## src/rtl/exs_pkg.sv

```systemverilog
package exs_pkg;

  typedef enum logic [2:0] {
    WC_DATA,
    WC_EOF,
    WC_PRUNED,
    WC_ABORT,
    WC_ESC,
    WC_NOTRDY
  } wclass_e;

  typedef enum logic [2:0] {
    ERR_NONE       = 3'd0,
    ERR_HDR_NOTRDY = 3'd1,
    ERR_ABORT      = 3'd2,
    ERR_HDR_CODE   = 3'd3,
    ERR_LEN        = 3'd4
  } err_e;

  typedef enum logic [2:0] {
    ST_HDR,
    ST_HDR_ESC,
    ST_DATA,
    ST_ESC,
    ST_FINAL,
    ST_FINAL_ESC,
    ST_DRAIN
  } state_e;

  // Enable shape for n valid bytes, first byte in the top lane.
  function automatic logic [3:0] be_mask(input logic [2:0] n);
    case (n)
      3'd1:    be_mask = 4'b1000;
      3'd2:    be_mask = 4'b1100;
      3'd3:    be_mask = 4'b1110;
      default: be_mask = 4'b1111;
    endcase
  endfunction

endpackage

```

## src/rtl/exs_word_class.sv

```systemverilog
module exs_word_class
  import exs_pkg::*;
#(
  parameter logic [31:0] CODE_BASE = 32'h8000_0000
) (
  input  logic [31:0] word,
  output wclass_e     wclass,
  output logic [2:0]  nbytes
);
  localparam logic [28:0] BASE_HI = CODE_BASE[31:3];

  logic reserved;
  assign reserved = (word[31:3] == BASE_HI);

  always_comb begin
    wclass = WC_DATA;
    nbytes = 3'd4;
    if (reserved) begin
      case (word[2:0])
        3'd0, 3'd1, 3'd2, 3'd3: begin
          wclass = WC_EOF;
          nbytes = 3'd4 - {1'b0, word[1:0]};
        end
        3'd4:    wclass = WC_PRUNED;
        3'd5:    wclass = WC_ABORT;
        3'd6:    wclass = WC_ESC;
        default: wclass = WC_NOTRDY;
      endcase
    end
  end

endmodule

```

## src/rtl/exs_hdr_capture.sv

```systemverilog
module exs_hdr_capture #(
  parameter int CELL_BYTES = 64,
  parameter int LEN_W      = 16,
  parameter int HDR_WORDS  = 4
) (
  input  logic                         clk,
  input  logic                         rst_n,
  input  logic                         word_we,
  input  logic [$clog2(HDR_WORDS)-1:0] word_idx,
  input  logic [31:0]                  word,
  output logic                         hdr_valid,
  output logic [LEN_W-1:0]             hdr_len,
  output logic [3:0]                   hdr_port,
  output logic [11:0]                  hdr_vid,
  output logic                         hdr_tag,
  output logic [31:0]                  hdr_ts
);
  localparam int IDX_W = $clog2(HDR_WORDS);
  localparam logic [IDX_W-1:0] LAST_IDX = IDX_W'(HDR_WORDS - 1);
  localparam logic [LEN_W-1:0] CELL_L = LEN_W'(CELL_BYTES);
  localparam logic [LEN_W-1:0] HDR_OFFS = LEN_W'(80);

  logic [31:0] wbuf [HDR_WORDS-1];
  logic [63:0] part_a, part_b;

  assign part_a = {wbuf[0], wbuf[1]};
  assign part_b = {wbuf[2], word};

  for (genvar g = 0; g < HDR_WORDS - 1; g++) begin : g_wbuf
    always_ff @(posedge clk or negedge rst_n) begin
      if (!rst_n)                                     wbuf[g] <= '0;
      else if (word_we && word_idx == IDX_W'(g))      wbuf[g] <= word;
    end
  end

  always_ff @(posedge clk or negedge rst_n) begin
    if (!rst_n) begin
      hdr_valid <= 1'b0;
      hdr_len   <= '0;
      hdr_port  <= '0;
      hdr_vid   <= '0;
      hdr_tag   <= 1'b0;
      hdr_ts    <= '0;
    end else begin
      hdr_valid <= 1'b0;
      if (word_we && word_idx == LAST_IDX) begin
        hdr_valid <= 1'b1;
        hdr_len   <= LEN_W'(part_a[14:7]) * CELL_L + LEN_W'(part_a[20:15]) - HDR_OFFS;
        hdr_ts    <= part_a[52:21];
        hdr_port  <= part_b[46:43];
        hdr_tag   <= part_b[16];
        hdr_vid   <= part_b[11:0];
      end
    end
  end

  AST_HDR_PULSE_SINGLE: assert property (@(posedge clk) disable iff (!rst_n)
    hdr_valid |=> !hdr_valid);

endmodule

```

## src/rtl/exs_beat_stage.sv

```systemverilog
module exs_beat_stage
  import exs_pkg::*;
#(
  parameter int DATA_W = 32,
  parameter int BE_W   = DATA_W / 8
) (
  input  logic              clk,
  input  logic              rst_n,
  input  logic              keep_fcs,
  input  logic              push_data,
  input  logic              push_final,
  input  logic              drop,
  input  logic [DATA_W-1:0] word,
  input  logic [2:0]        fin_n,
  output logic              can_take,
  input  logic              snk_ready,
  output logic              snk_valid,
  output logic [DATA_W-1:0] snk_data,
  output logic [BE_W-1:0]   snk_be,
  output logic              snk_last
);
  localparam logic [BE_W-1:0] BE_FULL = '1;

  logic              hold_v;
  logic [DATA_W-1:0] hold_d;
  logic              pend_v;
  logic [DATA_W-1:0] pend_d;
  logic [BE_W-1:0]   pend_be;
  logic              slot_free;

  assign slot_free = !snk_valid || snk_ready;
  assign can_take  = slot_free && !pend_v;

  always_ff @(posedge clk or negedge rst_n) begin
    if (!rst_n) begin
      hold_v    <= 1'b0;
      hold_d    <= '0;
      pend_v    <= 1'b0;
      pend_d    <= '0;
      pend_be   <= '0;
      snk_valid <= 1'b0;
      snk_data  <= '0;
      snk_be    <= '0;
      snk_last  <= 1'b0;
    end else begin
      if (snk_valid && snk_ready) snk_valid <= 1'b0;
      if (pend_v && slot_free) begin
        snk_valid <= 1'b1;
        snk_data  <= pend_d;
        snk_be    <= pend_be;
        snk_last  <= 1'b1;
        pend_v    <= 1'b0;
      end else if (push_data) begin
        if (hold_v) begin
          snk_valid <= 1'b1;
          snk_data  <= hold_d;
          snk_be    <= BE_FULL;
          snk_last  <= 1'b0;
        end
        hold_v <= 1'b1;
        hold_d <= word;
      end else if (push_final) begin
        hold_v <= 1'b0;
        if (keep_fcs) begin
          if (hold_v) begin
            snk_valid <= 1'b1;
            snk_data  <= hold_d;
            snk_be    <= BE_FULL;
            snk_last  <= 1'b0;
            pend_v    <= 1'b1;
            pend_d    <= word;
            pend_be   <= be_mask(fin_n);
          end else begin
            snk_valid <= 1'b1;
            snk_data  <= word;
            snk_be    <= be_mask(fin_n);
            snk_last  <= 1'b1;
          end
        end else if (hold_v) begin
          snk_valid <= 1'b1;
          snk_data  <= hold_d;
          snk_be    <= be_mask(fin_n);
          snk_last  <= 1'b1;
        end
      end else if (drop) begin
        hold_v <= 1'b0;
      end
    end
  end

  AST_SNK_HOLD_STEADY: assert property (@(posedge clk) disable iff (!rst_n)
    snk_valid && !snk_ready |=> snk_valid && $stable(snk_data) && $stable(snk_be)
                                && $stable(snk_last));
  AST_MID_BEAT_FULL: assert property (@(posedge clk) disable iff (!rst_n)
    snk_valid && !snk_last |-> snk_be == BE_FULL);
  AST_BE_SHAPE: assert property (@(posedge clk) disable iff (!rst_n)
    snk_valid |-> (snk_be == 4'b1000 || snk_be == 4'b1100 || snk_be == 4'b1110
                   || snk_be == 4'b1111));
  AST_PUSH_HAS_ROOM: assert property (@(posedge clk) disable iff (!rst_n)
    (push_data || push_final) |-> can_take);

endmodule

```

## src/rtl/exs_frame_decoder.sv

```systemverilog
module exs_frame_decoder
  import exs_pkg::*;
#(
  parameter int          CELL_BYTES = 64,
  parameter int          LEN_W      = 16,
  parameter logic [31:0] CODE_BASE  = 32'h8000_0000
) (
  input  logic             clk,
  input  logic             rst_n,
  input  logic             cfg_keep_fcs,
  input  logic             src_present,
  input  logic             src_valid,
  output logic             src_ready,
  input  logic [31:0]      src_data,
  output logic             snk_valid,
  input  logic             snk_ready,
  output logic [31:0]      snk_data,
  output logic [3:0]       snk_be,
  output logic             snk_last,
  output logic             hdr_valid,
  output logic [LEN_W-1:0] hdr_len,
  output logic [3:0]       hdr_port,
  output logic [11:0]      hdr_vid,
  output logic             hdr_tag,
  output logic [31:0]      hdr_ts,
  output logic             err_valid,
  output logic [2:0]       err_code
);
  localparam int HDR_WORDS = 4;
  localparam int IDX_W     = $clog2(HDR_WORDS);
  localparam logic [IDX_W-1:0] LAST_IDX = IDX_W'(HDR_WORDS - 1);

  state_e           st, nxt_st;
  logic [IDX_W-1:0] hcnt, nxt_hcnt;
  logic [LEN_W-1:0] dbytes;
  logic [2:0]       fin_n;
  wclass_e          wc;
  logic [2:0]       wn;
  logic             acc, can_take;
  logic             cap, p_data, p_fin, drop;
  logic             e_set;
  err_e             e_code;
  logic             len_ok;

  exs_word_class #(.CODE_BASE(CODE_BASE)) i_class (
    .word   (src_data),
    .wclass (wc),
    .nbytes (wn)
  );

  exs_hdr_capture #(
    .CELL_BYTES (CELL_BYTES),
    .LEN_W      (LEN_W),
    .HDR_WORDS  (HDR_WORDS)
  ) i_hdr (
    .clk       (clk),
    .rst_n     (rst_n),
    .word_we   (cap),
    .word_idx  (hcnt),
    .word      (src_data),
    .hdr_valid (hdr_valid),
    .hdr_len   (hdr_len),
    .hdr_port  (hdr_port),
    .hdr_vid   (hdr_vid),
    .hdr_tag   (hdr_tag),
    .hdr_ts    (hdr_ts)
  );

  exs_beat_stage #(.DATA_W(32)) i_beat (
    .clk        (clk),
    .rst_n      (rst_n),
    .keep_fcs   (cfg_keep_fcs),
    .push_data  (p_data),
    .push_final (p_fin),
    .drop       (drop),
    .word       (src_data),
    .fin_n      (fin_n),
    .can_take   (can_take),
    .snk_ready  (snk_ready),
    .snk_valid  (snk_valid),
    .snk_data   (snk_data),
    .snk_be     (snk_be),
    .snk_last   (snk_last)
  );

  assign src_ready = (st == ST_DRAIN) ? src_present : can_take;
  assign acc       = src_valid && src_ready;
  assign len_ok    = (dbytes + LEN_W'(fin_n)) == hdr_len;

  always_comb begin
    nxt_st   = st;
    nxt_hcnt = hcnt;
    cap      = 1'b0;
    p_data   = 1'b0;
    p_fin    = 1'b0;
    drop     = 1'b0;
    e_set    = 1'b0;
    e_code   = ERR_NONE;
    if (st == ST_DRAIN) begin
      if (!src_present) nxt_st = ST_HDR;
    end else if (acc) begin
      case (st)
        ST_HDR: begin
          case (wc)
            WC_DATA:   cap = 1'b1;
            WC_ESC:    nxt_st = ST_HDR_ESC;
            WC_NOTRDY: begin e_set = 1'b1; e_code = ERR_HDR_NOTRDY; end
            WC_ABORT:  begin e_set = 1'b1; e_code = ERR_ABORT;      end
            default:   begin e_set = 1'b1; e_code = ERR_HDR_CODE;   end
          endcase
        end
        ST_HDR_ESC: begin
          cap    = 1'b1;
          nxt_st = ST_HDR;
        end
        ST_DATA: begin
          case (wc)
            WC_DATA:   p_data = 1'b1;
            WC_ESC:    nxt_st = ST_ESC;
            WC_NOTRDY: ;
            WC_ABORT:  begin e_set = 1'b1; e_code = ERR_ABORT; end
            default:   nxt_st = ST_FINAL;
          endcase
        end
        ST_ESC: begin
          p_data = 1'b1;
          nxt_st = ST_DATA;
        end
        ST_FINAL: begin
          if (wc == WC_ESC) nxt_st = ST_FINAL_ESC;
          else begin
            p_fin  = 1'b1;
            nxt_st = ST_HDR;
          end
        end
        ST_FINAL_ESC: begin
          p_fin  = 1'b1;
          nxt_st = ST_HDR;
        end
        default: nxt_st = ST_HDR;
      endcase
      if (cap) begin
        if (hcnt == LAST_IDX) begin
          nxt_hcnt = '0;
          nxt_st   = ST_DATA;
        end else begin
          nxt_hcnt = hcnt + IDX_W'(1);
        end
      end
      if (e_set) begin
        drop     = 1'b1;
        nxt_hcnt = '0;
        nxt_st   = ST_DRAIN;
      end
      if (p_fin && !len_ok) begin
        e_set  = 1'b1;
        e_code = ERR_LEN;
      end
    end
  end

  always_ff @(posedge clk or negedge rst_n) begin
    if (!rst_n) begin
      st        <= ST_HDR;
      hcnt      <= '0;
      dbytes    <= '0;
      fin_n     <= 3'd4;
      err_valid <= 1'b0;
      err_code  <= ERR_NONE;
    end else begin
      st        <= nxt_st;
      hcnt      <= nxt_hcnt;
      err_valid <= e_set;
      if (e_set) err_code <= e_code;
      if (cap && hcnt == LAST_IDX) dbytes <= '0;
      else if (p_data)             dbytes <= dbytes + LEN_W'(4);
      if (acc && st == ST_DATA && (wc == WC_EOF || wc == WC_PRUNED)) fin_n <= wn;
    end
  end

  AST_ERR_CODE_NONZERO: assert property (@(posedge clk) disable iff (!rst_n)
    err_valid |-> err_code != ERR_NONE);
  AST_DRAIN_QUIET: assert property (@(posedge clk) disable iff (!rst_n)
    (st == ST_DRAIN && !snk_valid) |=> !snk_valid);
  AST_DATA_NOTRDY_SILENT: assert property (@(posedge clk) disable iff (!rst_n)
    (acc && st == ST_DATA && wc == WC_NOTRDY) |=> !err_valid);
  AST_HDR_NOTRDY_FLAGGED: assert property (@(posedge clk) disable iff (!rst_n)
    (acc && st == ST_HDR && wc == WC_NOTRDY) |=> err_valid && err_code == ERR_HDR_NOTRDY);

endmodule

```

## config.mk

```make
export PLATFORM = sky130hd
export DESIGN_NAME = exs_frame_decoder
export DESIGN_NICKNAME = d
export VERILOG_FILES = /design/src/rtl/exs_pkg.sv /design/src/rtl/exs_word_class.sv /design/src/rtl/exs_hdr_capture.sv /design/src/rtl/exs_beat_stage.sv /design/src/rtl/exs_frame_decoder.sv
export SDC_FILE = /design/constraint.sdc
export NUM_CORES = 1
export LEC_CHECK = 0
export BUFFER_PORTS_ARGS = -buffer_cell sky130_fd_sc_hd__buf_2
export CAP_MARGIN = 20
export CORE_MARGIN = 10
export CORE_UTILIZATION = 58
export DETAILED_ROUTE_END_ITERATION = 8
export GPL_TIMING_DRIVEN = 0
export MAX_ROUTING_LAYER = met4
export PLACE_DENSITY = 0.8
export SYNTH_ARGS = -nofsm -noshare
export SYNTH_HDL_FRONTEND = slang
export SYNTH_SLANG_ARGS = --single-unit
```

## constraint.sdc

```tcl
create_clock -name clk -period 2.77 [get_ports clk]
set_input_delay 0.1385 -clock clk [delete_from_list [all_inputs] [get_ports clk]]
set_output_delay 0.1385 -clock clk [all_outputs]
set_load 0.01 [all_outputs]
```

==> impl_metrics.json <==
{
  "status": "finished, final reports clean",
  "grt_max_degree": 122,
  "clk_pin_slew_worst_paths_ns": 0.06,
  "drc_errors": 0,
  "dieArea_sq_mm": 0.0264,
  "startpoint_type": "flip-flop",
  "drv_cap": 0,
  "routed-via-count": 9908,
  "grt_util_all_layers_pct": 26.5,
  "worst_pin_slew_ns": 0.853,
  "syn-num-nets": 1213,
  "core_area_sq_mm": 0.0201,
  "powerDensity_mw_per_mm2": 959,
  "leakage_uw": 0.00705,
  "cpPeakStageDelay_ns": 0.46,
  "skew_ns": 0.0316,
  "numPortBuffers": 146,
  "worstSetupEndpointType": "flip-flop",
  "synth.cell_area_sq_mm": 0.0118,
  "min_period_ns": 2.68,
  "avgSynthCellArea_sq_um": 10.1,
  "peakVddDrop_v": 0.000637,
  "fin_ws_ns": 0.0864,
  "ys_seq_elements": 250,
  "fmax_mhz": 373,
  "gp_routability_congestion": 0.922,
  "seq_area_frac_synth_pct": 53.1,
  "rr_endpoint": "i_beat.snk_data[30]$_DFFE_PN0P_",
  "syn_to_final_growth_pct": 20.6,
  "io_pins": 147,
  "grt_pass1_wl_um": 54300,
  "std_cell_rows": 52,
  "pre_cts_ws_ns": -0.152,
  "yosysWarningCount": 0,
  "diodes": 0,
  "synth_flop_cell": "dfrtp_1",
  "synth_edf_count": 0,
  "whs_ns": 0.0579,
  "arrival_ns": 3.10,
  "synthCells": 1165,
  "r2r_start": "st[0]$_DFFE_PN0P_",
  "finalWirelength_um": 34500,
  "grt_pass1_vias": 9695,
  "crit_type": "reg2reg",
  "ys_async_sr_fraction_pct": 100,
  "cts.sinks": 250,
  "routedWlPerCell_um": 20.7,
  "yosysUniqueCellTypes": 65,
  "nNetsFinal": 1429,
  "drt_first_pass_iters": 5,
  "drive_above_1_share_pct": 23.6,
  "slowest_stage": "dfrtp_1",
  "clockRootBuffer": "clkbuf_16",
  "vias_per_cell": 5.93,
  "cp_max_fo": 10,
  "ant_nets": 0,
  "grt_setup_unrepaired": "no",
  "drv_slew": 0,
  "insertion_delay_ns": 0.55,
  "cpMostUsedCell": "buf_4",
  "fp.dieW_um": 163,
  "drt_iter0_markers": 1022,
  "dpl.hpwl_um": 23800,
  "cts_buffer_depth": 3,
  "hold_class": "in2async",
  "h-tree-depth": 1,
  "numCtsBuffers": 26,
  "cts_tree": "built",
  "reg2reg_setup_slack_ns": 0.09,
  "antenna_found_initial": 0,
  "cp.required_ns": 3.19,
  "final_common_cell": "nand2_1",
  "hold_viol": 0,
  "setup_violations": 0,
  "gr-total-overflow": 0,
  "worstPathCellList": "nor3_2, nand4_1, buf_4, nor2_4, a2111oi_4, buf_4, buf_4, nor2_4, buf_2, a22oi_1, o21ai_0",
  "final_cell_mix": "nand2_1 (331), dfrtp_1 (249), buf_2 (168)",
  "dieHeight_um": 163,
  "relSlewSlack_pct": 43.1,
  "post-route-period-util_pct": 96.9,
  "start_util_pct": 58.6,
  "r2r_cells": 11
}
==> flip-flops by register name, indices dropped and copies added (netlist names), 2 cells and up <==
| register | flops |
|---|---|
| i_hdr.part_b | 4 |
| i_beat.snk_data | 32 |
| i_beat.snk_be | 4 |
| i_hdr.hdr_port | 4 |
| i_beat.hold_d | 32 |
| i_beat.pend_d | 32 |
| i_hdr.hdr_vid | 12 |
| st | 3 |
| i_hdr.hdr_ts | 32 |
| hcnt | 2 |
| i_beat.pend_be | 4 |
| dbytes | 14 |
| i_hdr.part_a | 46 |
| i_hdr.hdr_len | 16 |
| fin_n | 3 |
| err_code | 3 |
==> critical path, delay by kind of cell, from the launching register on <==
| family | cells | cell delay, ns |
|---|---|---|
| and+or+nand+nor | 4 | 0.92 |
| buffers and inverters | 4 | 0.83 |
| DFF | 1 | 0.46 |
| AOI/OAI and AO/OA | 3 | 0.38 |
==> what timing repair did <==
action / in CTS / in global routing
setup endpoints to repair: 72 / 93
hold buffers: 35 / 0
buffers inserted: 1 / 4
resized for setup: 2 / 6
endpoints found under the hold margin: 325 / 0
pin swaps: 1 / 3
==> through the flow <==
step / power [uW] / utilization (%) / TNS [ns] / cells / cell area [sq um]
2_1_floorplan: 8300 / - / 0 / 1165 / 11800
3_3_place_gp: 9820 / 63.9 / -721.55 / 1581 / 12900
3_5_place_dp: 10000 / 64.2 / -1.94 / 1583 / 12900
4_1_cts: 13600 / 70.4 / 0 / 1666 / 14100
5_1_grt: 14400 / 70.7 / 0 / 1670 / 14200
6_report: 13600 / 70.7 / 0 / 1670 / 14200
==> per-layer routing <==
layer / vias to the layer above / GRT usage (%) / part of all wire [%]
met5: - / - / 0
met4: 0 / 12.3 / 4.7
met1: 4870 / 34.3 / 41
met3: 102 / 5.31 / 8.6
li1: 4445 / - / -
met2: 491 / 39.5 / 46
==> cell type report <==
cell class,instances,area (sq um)
clock inverter,10,92.6
tap,270,338
buffer,66,323
sequential,250,6260
timing repair buffer,188,1180
clock buffer,37,772
inverter,14,52.6
fill,1436,5900
multi-input combinational,835,5190
==> worst max path at each step <==
stage	start	endpoint	slack (ns)	cells after the start
floorplan	fin_n[2]$_DFFE_PN1P_	err_code[0]$_DFFE_PN0P_	0.50	9
global placement	rst_n	i_beat.hold_d[27]$_DFFE_PN0P_	-2.91	1
detailed placement	st[0]$_DFFE_PN0P_	i_beat.snk_data[30]$_DFFE_PN0P_	-0.15	7
CTS	st[0]$_DFFE_PN0P_	i_beat.snk_data[30]$_DFFE_PN0P_	0.07	9
global route	st[0]$_DFFE_PN0P_	i_beat.snk_data[30]$_DFFE_PN0P_	0.002	11
finish	st[0]$_DFFE_PN0P_	i_beat.snk_data[30]$_DFFE_PN0P_	0.09	11
==> cells by family (layout without fill, tap and decap cells) <==
group | Yosys count | in the layout | synth area share, %
AO/OA/AOI/OAI | 207 | 207 | 11.2
XOR/XNOR | 35 | 35 | 2.60
adder cells (fa/ha/maj) | 10 | 10 | 1.06
buffers and inverters | 80 | 315 | 3.19
flip-flops | 250 | 250 | 53.1
multiplexers | 114 | 114 | 11.6
AND/OR/NAND/NOR | 469 | 469 | 17.2
==> power breakdown <==
part           total (uW)  switching, uW  internal [uW]
Combinational        4170           2380           1790
Clock                3500           1470           2030
Sequential           5950           1010           4940
==> cells in the mapped netlist (all sizes together), types with 3 or more instances <==
master     n  area (sq um)
o22a      15           131
o21ai     94           470
buf       31           190
xor2      12           105
and3      22           138
nor3      16          85.1
a21oi     32           160
nand3     11          55.1
or3        5          31.3
nand2b     4          25.0
a22oi     17           128
a211o     18           158
nand2    334          1260
nor2      41           166
nand4      9          62.6
xnor2     23           201
a31oi      3          18.8
mux2i     31           310
clkbuf    35           133
mux2      83          1050
or2        3          18.8
nor4      10          81.3
ha        10           125
a2bb2oi    3          26.3
a211oi     4          30.0
dfrtp    249          6230
inv       14          52.6
o22ai      3          18.8
Note: power is estimated with default switching activity, not from simulation.
